$ cat config.mk
export PLATFORM = sky130hd
export DESIGN_NAME = rtc_prescaled
export DESIGN_NICKNAME = d
export VERILOG_FILES = /design/src/rtl/rtc_pkg.sv /design/src/rtl/rtc_prescaler.sv /design/src/rtl/rtc_counter.sv /design/src/rtl/rtc_irq_regs.sv /design/src/rtl/rtc_prescaled.sv
export SDC_FILE = /design/constraint.sdc
export NUM_CORES = 1
export LEC_CHECK = 0
export BUFFER_PORTS_ARGS = -buffer_cell sky130_fd_sc_hd__buf_2
export CAP_MARGIN = 10
export CORE_MARGIN = 5
export CORE_UTILIZATION = 35
export DETAILED_ROUTE_END_ITERATION = 10
export GPL_TIMING_DRIVEN = 0
export PLACE_DENSITY = 0.54
export REMOVE_ABC_BUFFERS = 1
export SLEW_MARGIN = 15
export SYNTH_ARGS = -nofsm -noshare
export SYNTH_HDL_FRONTEND = slang
export SYNTH_SLANG_ARGS = --single-unit
$ cat constraint.sdc
create_clock -name clk -period 4.2 [get_ports clk]
set_input_delay 1.05 -clock clk [delete_from_list [all_inputs] [get_ports clk]]
set_output_delay 1.05 -clock clk [all_outputs]
set_load 0.1 [all_outputs]
$ cat src/rtl/rtc_pkg.sv
package rtc_pkg;
  localparam int ADDR_W = 6;
  localparam logic [ADDR_W-1:0] OFS_CTRL = 6'h00;
  localparam logic [ADDR_W-1:0] OFS_VAL  = 6'h04;
  localparam logic [ADDR_W-1:0] OFS_TOP  = 6'h08;
  localparam logic [ADDR_W-1:0] OFS_IEN  = 6'h10;
  localparam logic [ADDR_W-1:0] OFS_IDIS = 6'h14;
  localparam logic [ADDR_W-1:0] OFS_IMSK = 6'h18;
  localparam logic [ADDR_W-1:0] OFS_ISTS = 6'h1C;
  localparam logic [ADDR_W-1:0] OFS_ICLR = 6'h20;
  localparam int CTL_RUN_BIT   = 0;
  localparam int CTL_PSEL_LSB  = 8;
  localparam int CTL_CLKEN_BIT = 16;
endpackage

$ cat src/rtl/rtc_prescaler.sv
module rtc_prescaler #(
  parameter int PRE_W = 16,
  localparam int SEL_W = $clog2(PRE_W)
) (
  input  logic             clk,
  input  logic             rst,
  input  logic             tick,
  input  logic             clk_en,
  input  logic [SEL_W-1:0] sel,
  output logic             step
);
  logic [PRE_W-1:0] pre_q;
  logic             adv;

  // True when the low 'sel' bits of the prescaler are all ones
  function automatic logic tap_hit(input logic [PRE_W-1:0] pre, input logic [SEL_W-1:0] s);
    logic [PRE_W-1:0] m;
    m = ({{(PRE_W-1){1'b0}}, 1'b1} << s) - 1'b1;
    return (pre & m) == m;
  endfunction

  assign adv  = tick & clk_en;
  assign step = adv & tap_hit(pre_q, sel);

  always_ff @(posedge clk) begin
    if (rst)      pre_q <= '0;
    else if (adv) pre_q <= pre_q + 1'b1;
  end


  step_needs_tick_chk: assert property (@(posedge clk) disable iff (rst)
    step |-> (tick && clk_en));


  pre_hold_chk: assert property (@(posedge clk) disable iff (rst)
    !adv |=> $stable(pre_q));
endmodule

$ cat src/rtl/rtc_counter.sv
module rtc_counter #(
  parameter int CNT_W = 32
) (
  input  logic             clk,
  input  logic             rst,
  input  logic             step,
  input  logic             run,
  input  logic             wr_en,
  input  logic [CNT_W-1:0] wr_data,
  input  logic [CNT_W-1:0] top,
  output logic [CNT_W-1:0] cnt,
  output logic             wrap_evt
);
  logic [CNT_W-1:0] cnt_q;
  logic             inc;

  function automatic logic [CNT_W-1:0] next_count(input logic [CNT_W-1:0] cur,
                                                   input logic [CNT_W-1:0] ceil);
    return (cur == ceil) ? '0 : cur + 1'b1;
  endfunction

  assign inc      = step & run & ~wr_en;
  assign wrap_evt = inc & (cnt_q == top);
  assign cnt      = cnt_q;

  always_ff @(posedge clk) begin
    if (rst)        cnt_q <= '0;
    else if (wr_en) cnt_q <= wr_data;
    else if (inc)   cnt_q <= next_count(cnt_q, top);
  end


  write_wins_chk: assert property (@(posedge clk) disable iff (rst)
    wr_en |=> cnt_q == $past(wr_data));


  wrap_zero_chk: assert property (@(posedge clk) disable iff (rst)
    wrap_evt |=> cnt_q == '0);


  cnt_hold_chk: assert property (@(posedge clk) disable iff (rst)
    (!(step && run) && !wr_en) |=> $stable(cnt_q));
endmodule

$ cat src/rtl/rtc_irq_regs.sv
module rtc_irq_regs #(
  parameter int NSRC = 1
) (
  input  logic            clk,
  input  logic            rst,
  input  logic [NSRC-1:0] en_set,
  input  logic [NSRC-1:0] en_clr,
  input  logic [NSRC-1:0] sts_clr,
  input  logic [NSRC-1:0] src_evt,
  output logic [NSRC-1:0] mask,
  output logic [NSRC-1:0] status,
  output logic            irq
);
  logic [NSRC-1:0] mask_q, sts_q;

  always_ff @(posedge clk) begin
    if (rst) begin
      mask_q <= '0;
      sts_q  <= '0;
    end else begin
      mask_q <= (mask_q | en_set) & ~en_clr;
      sts_q  <= (sts_q & ~sts_clr) | src_evt;
    end
  end

  assign mask   = mask_q;
  assign status = sts_q;
  assign irq    = |(sts_q & mask_q);


  set_wins_chk: assert property (@(posedge clk) disable iff (rst)
    src_evt[0] |=> sts_q[0]);


  sts_clear_chk: assert property (@(posedge clk) disable iff (rst)
    (sts_clr[0] && !src_evt[0]) |=> !sts_q[0]);


  mask_set_chk: assert property (@(posedge clk) disable iff (rst)
    (en_set[0] && !en_clr[0]) |=> mask_q[0]);
endmodule

$ cat src/rtl/rtc_prescaled.sv
module rtc_prescaled
  import rtc_pkg::*;
#(
  parameter int DATA_W = 32,
  parameter int PRE_W  = 16,
  localparam int SEL_W = $clog2(PRE_W),
  localparam int NSRC  = 1
) (
  input  logic              clk,
  input  logic              rst,
  input  logic              tick_in,
  input  logic              bus_sel,
  input  logic              bus_wr,
  input  logic [ADDR_W-1:0] bus_addr,
  input  logic [DATA_W-1:0] bus_wdata,
  output logic [DATA_W-1:0] bus_rdata,
  output logic              irq
);
  logic             run_q, clken_q;
  logic [SEL_W-1:0] psel_q;
  logic [DATA_W-1:0] top_q, cnt;
  logic             wr, step, wrap_evt;
  logic [NSRC-1:0]  en_set, en_clr, sts_clr, src_evt, mask, status;

  assign wr      = bus_sel & bus_wr;
  assign en_set  = (wr && bus_addr == OFS_IEN)  ? bus_wdata[NSRC-1:0] : '0;
  assign en_clr  = (wr && bus_addr == OFS_IDIS) ? bus_wdata[NSRC-1:0] : '0;
  assign sts_clr = (wr && bus_addr == OFS_ICLR) ? bus_wdata[NSRC-1:0] : '0;
  assign src_evt[0] = wrap_evt;

  always_ff @(posedge clk) begin
    if (rst) begin
      run_q   <= 1'b0;
      clken_q <= 1'b1;
      psel_q  <= '0;
      top_q   <= '1;
    end else if (wr) begin
      if (bus_addr == OFS_CTRL) begin
        run_q   <= bus_wdata[CTL_RUN_BIT];
        clken_q <= bus_wdata[CTL_CLKEN_BIT];
        psel_q  <= bus_wdata[CTL_PSEL_LSB +: SEL_W];
      end
      if (bus_addr == OFS_TOP) top_q <= bus_wdata;
    end
  end

  rtc_prescaler #(.PRE_W(PRE_W)) u_pre (
    .clk(clk), .rst(rst), .tick(tick_in), .clk_en(clken_q), .sel(psel_q), .step(step)
  );

  rtc_counter #(.CNT_W(DATA_W)) u_cnt (
    .clk(clk), .rst(rst), .step(step), .run(run_q),
    .wr_en(wr && bus_addr == OFS_VAL), .wr_data(bus_wdata), .top(top_q),
    .cnt(cnt), .wrap_evt(wrap_evt)
  );

  rtc_irq_regs #(.NSRC(NSRC)) u_irq (
    .clk(clk), .rst(rst), .en_set(en_set), .en_clr(en_clr), .sts_clr(sts_clr),
    .src_evt(src_evt), .mask(mask), .status(status), .irq(irq)
  );

  always_comb begin
    bus_rdata = '0;
    case (bus_addr)
      OFS_CTRL: begin
        bus_rdata[CTL_RUN_BIT]   = run_q;
        bus_rdata[CTL_CLKEN_BIT] = clken_q;
        bus_rdata[CTL_PSEL_LSB +: SEL_W] = psel_q;
      end
      OFS_VAL:  bus_rdata = cnt;
      OFS_TOP:  bus_rdata = top_q;
      OFS_IMSK: bus_rdata[NSRC-1:0] = mask;
      OFS_ISTS: bus_rdata[NSRC-1:0] = status;
      default:  bus_rdata = '0;
    endcase
  end


  irq_follows_chk: assert property (@(posedge clk) disable iff (rst)
    $rose(irq) |-> (status[0] && mask[0]));
endmodule

# After elaboration in Yosys (flattened, before gate mapping)
# Cells that the tools add are included.
[op_classes]
n_addsub = 3
n_eq_ne = 9
shift = 1
n_mux = 12
bitwise_logic = 15
reduce_logical = 8
[op_table]
columns = ["operator", "n"]
rows = [
  ["32-bit two-way mux", 3],
  ["32-bit by 1-bit adder with 32-bit output (second input constant)", 1],
  ["32-bit == test", 1],
  ["15-bit case mux with 2 select lines", 1],
  ["6-bit by 5-bit == test with 1-bit output (second input constant)", 4],
  ["16-bit by 1-bit adder with 16-bit output (second input constant)", 1],
  ["16-bit AND", 1],
  ["16-bit == test", 1],
  ["1-bit by 4-bit left shift with 16-bit output (first input constant)", 1],
  ["16-bit by 1-bit subtractor with 16-bit output (second input constant)", 1],
  ["7-bit case mux with 2 select lines", 1],
  ["4-bit case mux with 3 select lines", 1],
  ["1-bit AND", 9],
  ["4-bit case mux with 2 select lines", 1],
  ["6-bit by 3-bit == test with 1-bit output (second input constant)", 1],
  ["6-bit by 4-bit == test with 1-bit output (second input constant)", 1],
  ["6-bit == test (second input constant)", 1],
  ["6-bit zero test", 1],
  ["1-bit case mux with 5 select lines", 1],
  ["1-bit logical AND", 4],
  ["2-bit AND reduction", 2],
  ["1-bit two-way mux", 3],
  ["1-bit inverter", 3],
  ["1-bit case mux with 3 select lines", 1],
  ["2 further kinds", 3],
]
[word_totals]
register_bits = 88
input_bits = 43
out_inout_bits = 33
elab_cells = 56

# Logic depth before layout (Yosys ltp)
[logic_depth]
ltp_word = 9
mapped_depth = 15
mapped_depth_nobuf = 10

# By module
# From an unflattened synthesis, not the netlist that was laid out.
[unflattened]
hier_cells = 697
area_unflattened_um2 = 5515.3
[by_module_without_submodules]
columns = ["module", "n_inst", "cells_each", "area_each_um2", "seq_area_each_um2"]
rows = [
  ["rtc_counter", 1, 336, 2419.8, 640.6],
  ["rtc_prescaled", 1, 232, 2059.5, 760.7],
  ["rtc_prescaler", 1, 121, 962.2, 300.3],
  ["rtc_irq_regs", 1, 8, 73.8, 40.0],
]

# Worst setup path before layout
# No wires, ideal clock.
[synth_path]
path_type = "input port to output port"
from = "input bus_addr[2]"
to = "output bus_rdata[0]"
t_arrival_ps = 3795
required_ps = 3150
path_slack_ps = -645
stages = 5
n_path_buf = 1
path_cell_list = "buf_1 -> mux2i_1 -> nor2_1 -> a21oi_1 -> o21ai_0"
[synth_between]
elab_chain_cells = 2
word_cells_on_any_way = 6
classes_between = "4 x eq/ne; 1 x mux; 1 x reduce/logical"
[synth_rtl]
columns = ["element", "line", "text"]
rows = [
  ["start: declaration", "rtc_prescaled.sv:14", "input logic [ADDR_W-1:0] bus_addr,"],
  ["6-bit by 5-bit == test with 1-bit output (tied with other cells)", "rtc_prescaled.sv:64", "case (bus_addr)"],
  ["1-bit case mux with 5 select lines (*)", "rtc_prescaled.sv:64", ""],
  ["end: declaration", "rtc_prescaled.sv:16", "output logic [DATA_W-1:0] bus_rdata,"],
]
# Every way passes the cells marked *; elsewhere a longest branch is shown, timed or not.

# Worst setup path in the final report
[layout_path]
from = "input bus_addr[3]"
to = "output bus_rdata[6]"
[layout_between]
elab_chain_cells = 2
word_cells_on_any_way = 3
classes_between = "2 x eq/ne; 1 x mux"
[layout_rtl]
columns = ["element", "line"]
rows = [
  ["6-bit by 4-bit == test with 1-bit output or 6-bit by 3-bit == test with 1-bit output (tied branches)", "rtc_prescaled.sv:64"],
  ["7-bit case mux with 2 select lines (*)", "rtc_prescaled.sv:64"],
]
# Marks and branches as above.

==> metrics.yaml <==
yosysMostFrequentCell: "dfxtp_1"
tightestPinTransition_ns: 0.725
rsz0062_at_grt: "false"
maxCapViolCount: 0
place_inst: 918
p_int_mw: 1.40
ant_nets: 0
ys_types: 57
final_util_pct: 41.6
timing.slew.headroom_pct: 50.4
netlist_instances: 685
n_antenna_cell: 0
wire_per_inst_um: 18.3
drc: 0
regArea_um2: 1740
crit_type: "primary input to output pin"
p_leak_nw: 2.27
synthTopCellsByArea: "dfxtp_1 (32%), a211o_1 (6.4%), xnor2_1 (5.8%), nor2_1 (5.6%), a22o_1 (4.2%)"
grt_start_max_net_pins: 54
p_sw_share_pct: 24.2
dr.pass1.iters: 5
cp_slowest_stage_delay_ns: 0.54
period_share_pct: 98.0
fp.dieArea_um2: 18200
drtIter0Drc: 361
cp_slowest_cell: "nor2b_1"
comb_power_share_pct: 7.0
hp-class: "flip-flop to flip-flop"
synth_edf_count: 0
grt_pass1_wl_um: 27200
io_pins: 76
final_area_um2: 6350
fin_total_pwr_mw: 1.85
viasPerCell: 5.66
power.density_nw_per_um2: 291
htree_levels: 3
final_cells: 938
synthTopCellsByCount: "dfxtp_1 (87), nor2_1 (81), a211o_1 (40)"
status: "finished, final reports clean"
cts_inserted_buffers: 9
ys_warn_count: 0
die_y_um: 135
yosysTopAreaCellShare_pct: 31.9
min_from: "u_irq.status$_SDFF_PP0_"
skew_ns: 0.0124
synth_ff_type: "dfxtp_1"
ys_ff_latch: 87
gp_congestion: 0.866
cp.arrival_ns: 3.07
die_width_um: 135
r2r_start: "psel_q[2]$_SDFFE_PP0P_"
p_sw_mw: 0.448
routed_wl_um: 17200
setup_viol: 0
fill_cells: 1558
ctsLongestPathBuffers: 2
cp-start-kind: "primary input"
rows: 45
cts.reportedPaths.clkPinSlew_ns: 0.06
cp-end-kind: "output pin"
hold_viol_final: 0
overflow: 0
cpMostUsedCell: "buf_2"
yosysTopAreaCell: "dfxtp_1"
peakVddDrop_mv: 0.140
seq_area_frac_synth_pct: 31.9
post-dp-hpwl_um: 12100
cts_tree: "yes"
syn_to_final_growth_pct: 16.4
num-nets-final: 769
worst-path-buf-inv: 2
period_needed_ns: 4.12
path_cells: "buf_2 -> nor2b_1 -> and2_4 -> a22o_1 -> buf_2"
crit_family: "simple AND/OR/NAND/NOR gates"
syn_area_um2: 5460
start_util_pct: 35.8
antenna_found_initial: 0
drive_gt1_share_pct: 15.8
fmax_mhz: 243
clockPowerShare_pct: 47.0
critPathLaunch: "bus_addr[3]"
cts.sinks: 87
grtUsageTotal_pct: 18.8
finalMaxSlewViolations: 0
p_seq_share_pct: 46.0
vias: 5311
synth-async-reset-ratio_pct: 0
cp.required_ns: 3.15
place_area_um2: 5960
grt_pass1_vias: 5029
multiInputGateArea_um2: 3480
insertion_delay_ns: 0.35
avgSynthCellArea_um2: 7.96
core_um2: 15300
crit_fanout: 27
clock-root-buffer: "clkbuf_16"
placement.io_buffers: 75
-- cells by family (layout without fill, tap and decap cells) --
logic type | after synthesis | after routing | synth area share (%)
XOR/XNOR | 42 | 42 | 6.74
AO/OA/AOI/OAI | 177 | 177 | 25.0
adder cells (fa/ha/maj) | 3 | 3 | 0.688
AND/OR/NAND/NOR | 292 | 293 | 27.8
flip-flops | 87 | 87 | 31.9
buffers and inverters | 70 | 111 | 5.23
multiplexers | 14 | 14 | 2.61
-- flip-flops by register name, summed over array words and instances (netlist names) --
signal / count
run_q: 1
clken_q: 1
u_irq.mask: 1
u_irq.status: 1
psel_q: 4
u_cnt.cnt: 32
top_q: 32
u_pre.pre_q: 15
-- cells in the final DEF, fill, tap and decap left out, types with 5 or more instances in the layout --
cell,Yosys,layout
nand2b_1,5,5
or3_1,16,16
nor2_1,81,80
o31a_1,9,9
nand4_1,19,19
or4_1,5,5
dfxtp_1,87,87
inv_1,12,12
o21ai_0,29,29
nand2_1,39,38
a21oi_1,25,25
a31oi_1,6,6
a311oi_1,14,14
a211o_1,40,40
xor2_1,6,6
clkbuf_16,0,9
mux2i_1,12,12
buf_4,0,5
a22o_1,26,26
buf_2,12,74
nand3_1,28,26
and2_1,11,10
and3_1,14,13
nor3_1,16,15
xnor2_1,36,36
nor2b_1,34,34
nor4_1,10,9
-- metrics by stage --
stage	worst slack [ns]	TNS, ns	hold WS [ns]
finish	0.0830	0	0.484
global route	0.00518	0	0.517
CTS	0.109	0	0.476
detailed placement	-0.316	-7.02	0.467
global placement	-1.24	-70.44	0.462
floorplan	-0.414	-6.42	0.431
-- power groups by stage --
stage | sequential (mW) | clock [mW] | combinational [mW]
6_report | 0.849 | 0.868 | 0.129
5_1_grt | 0.850 | 0.923 | 0.139
3_3_place_gp | 0.867 | 0 | 0.119
2_1_floorplan | 0.863 | 0 | 0.0634
3_5_place_dp | 0.867 | 0 | 0.126
4_1_cts | 0.848 | 0.887 | 0.129
-- final cells by class --
type | instances | share of cell area [%]
clock inverter | 5 | 1.30
sequential | 87 | 27.4
timing repair buffer | 83 | 7.92
inverter | 13 | 0.768
multi-input combinational | 529 | 54.8
tap | 211 | 4.16
clock buffer | 10 | 3.60
-- routing by layer --
metal	track usage, %	routed length [µm]
met5	0	0
met4	7.35	392
met3	3.13	890
met2	28.5	7720
met1	26.7	8160
-- tightest hold or removal path: stages, from the launching register on --
cell and delay, ns:
dfxtp_1 0.33, nand2_1 0.06, a21oi_1 0.05
-- final timing paths --
kind	to	depth (start not counted)	slack, ns
setup / recovery	bus_rdata[6]	5	0.08
hold / removal	u_irq.status$_SDFF_PP0_	2	0.48
setup reg to reg	u_cnt.cnt[25]$_SDFFE_PP0P_	10	0.32
hold reg to reg	u_irq.status$_SDFF_PP0_	2	0.48
-- timing repair --
| item | CTS | global route |
|---|---|---|
| pin swaps | 2 | 0 |
| cloned | 1 | 0 |
| resized for setup | 4 | 2 |
| setup endpoints to repair | 27 | 17 |
| hold buffers | 0 | 0 |
| setup buffers | 4 | 0 |
Power figures use the tool's default switching activity.
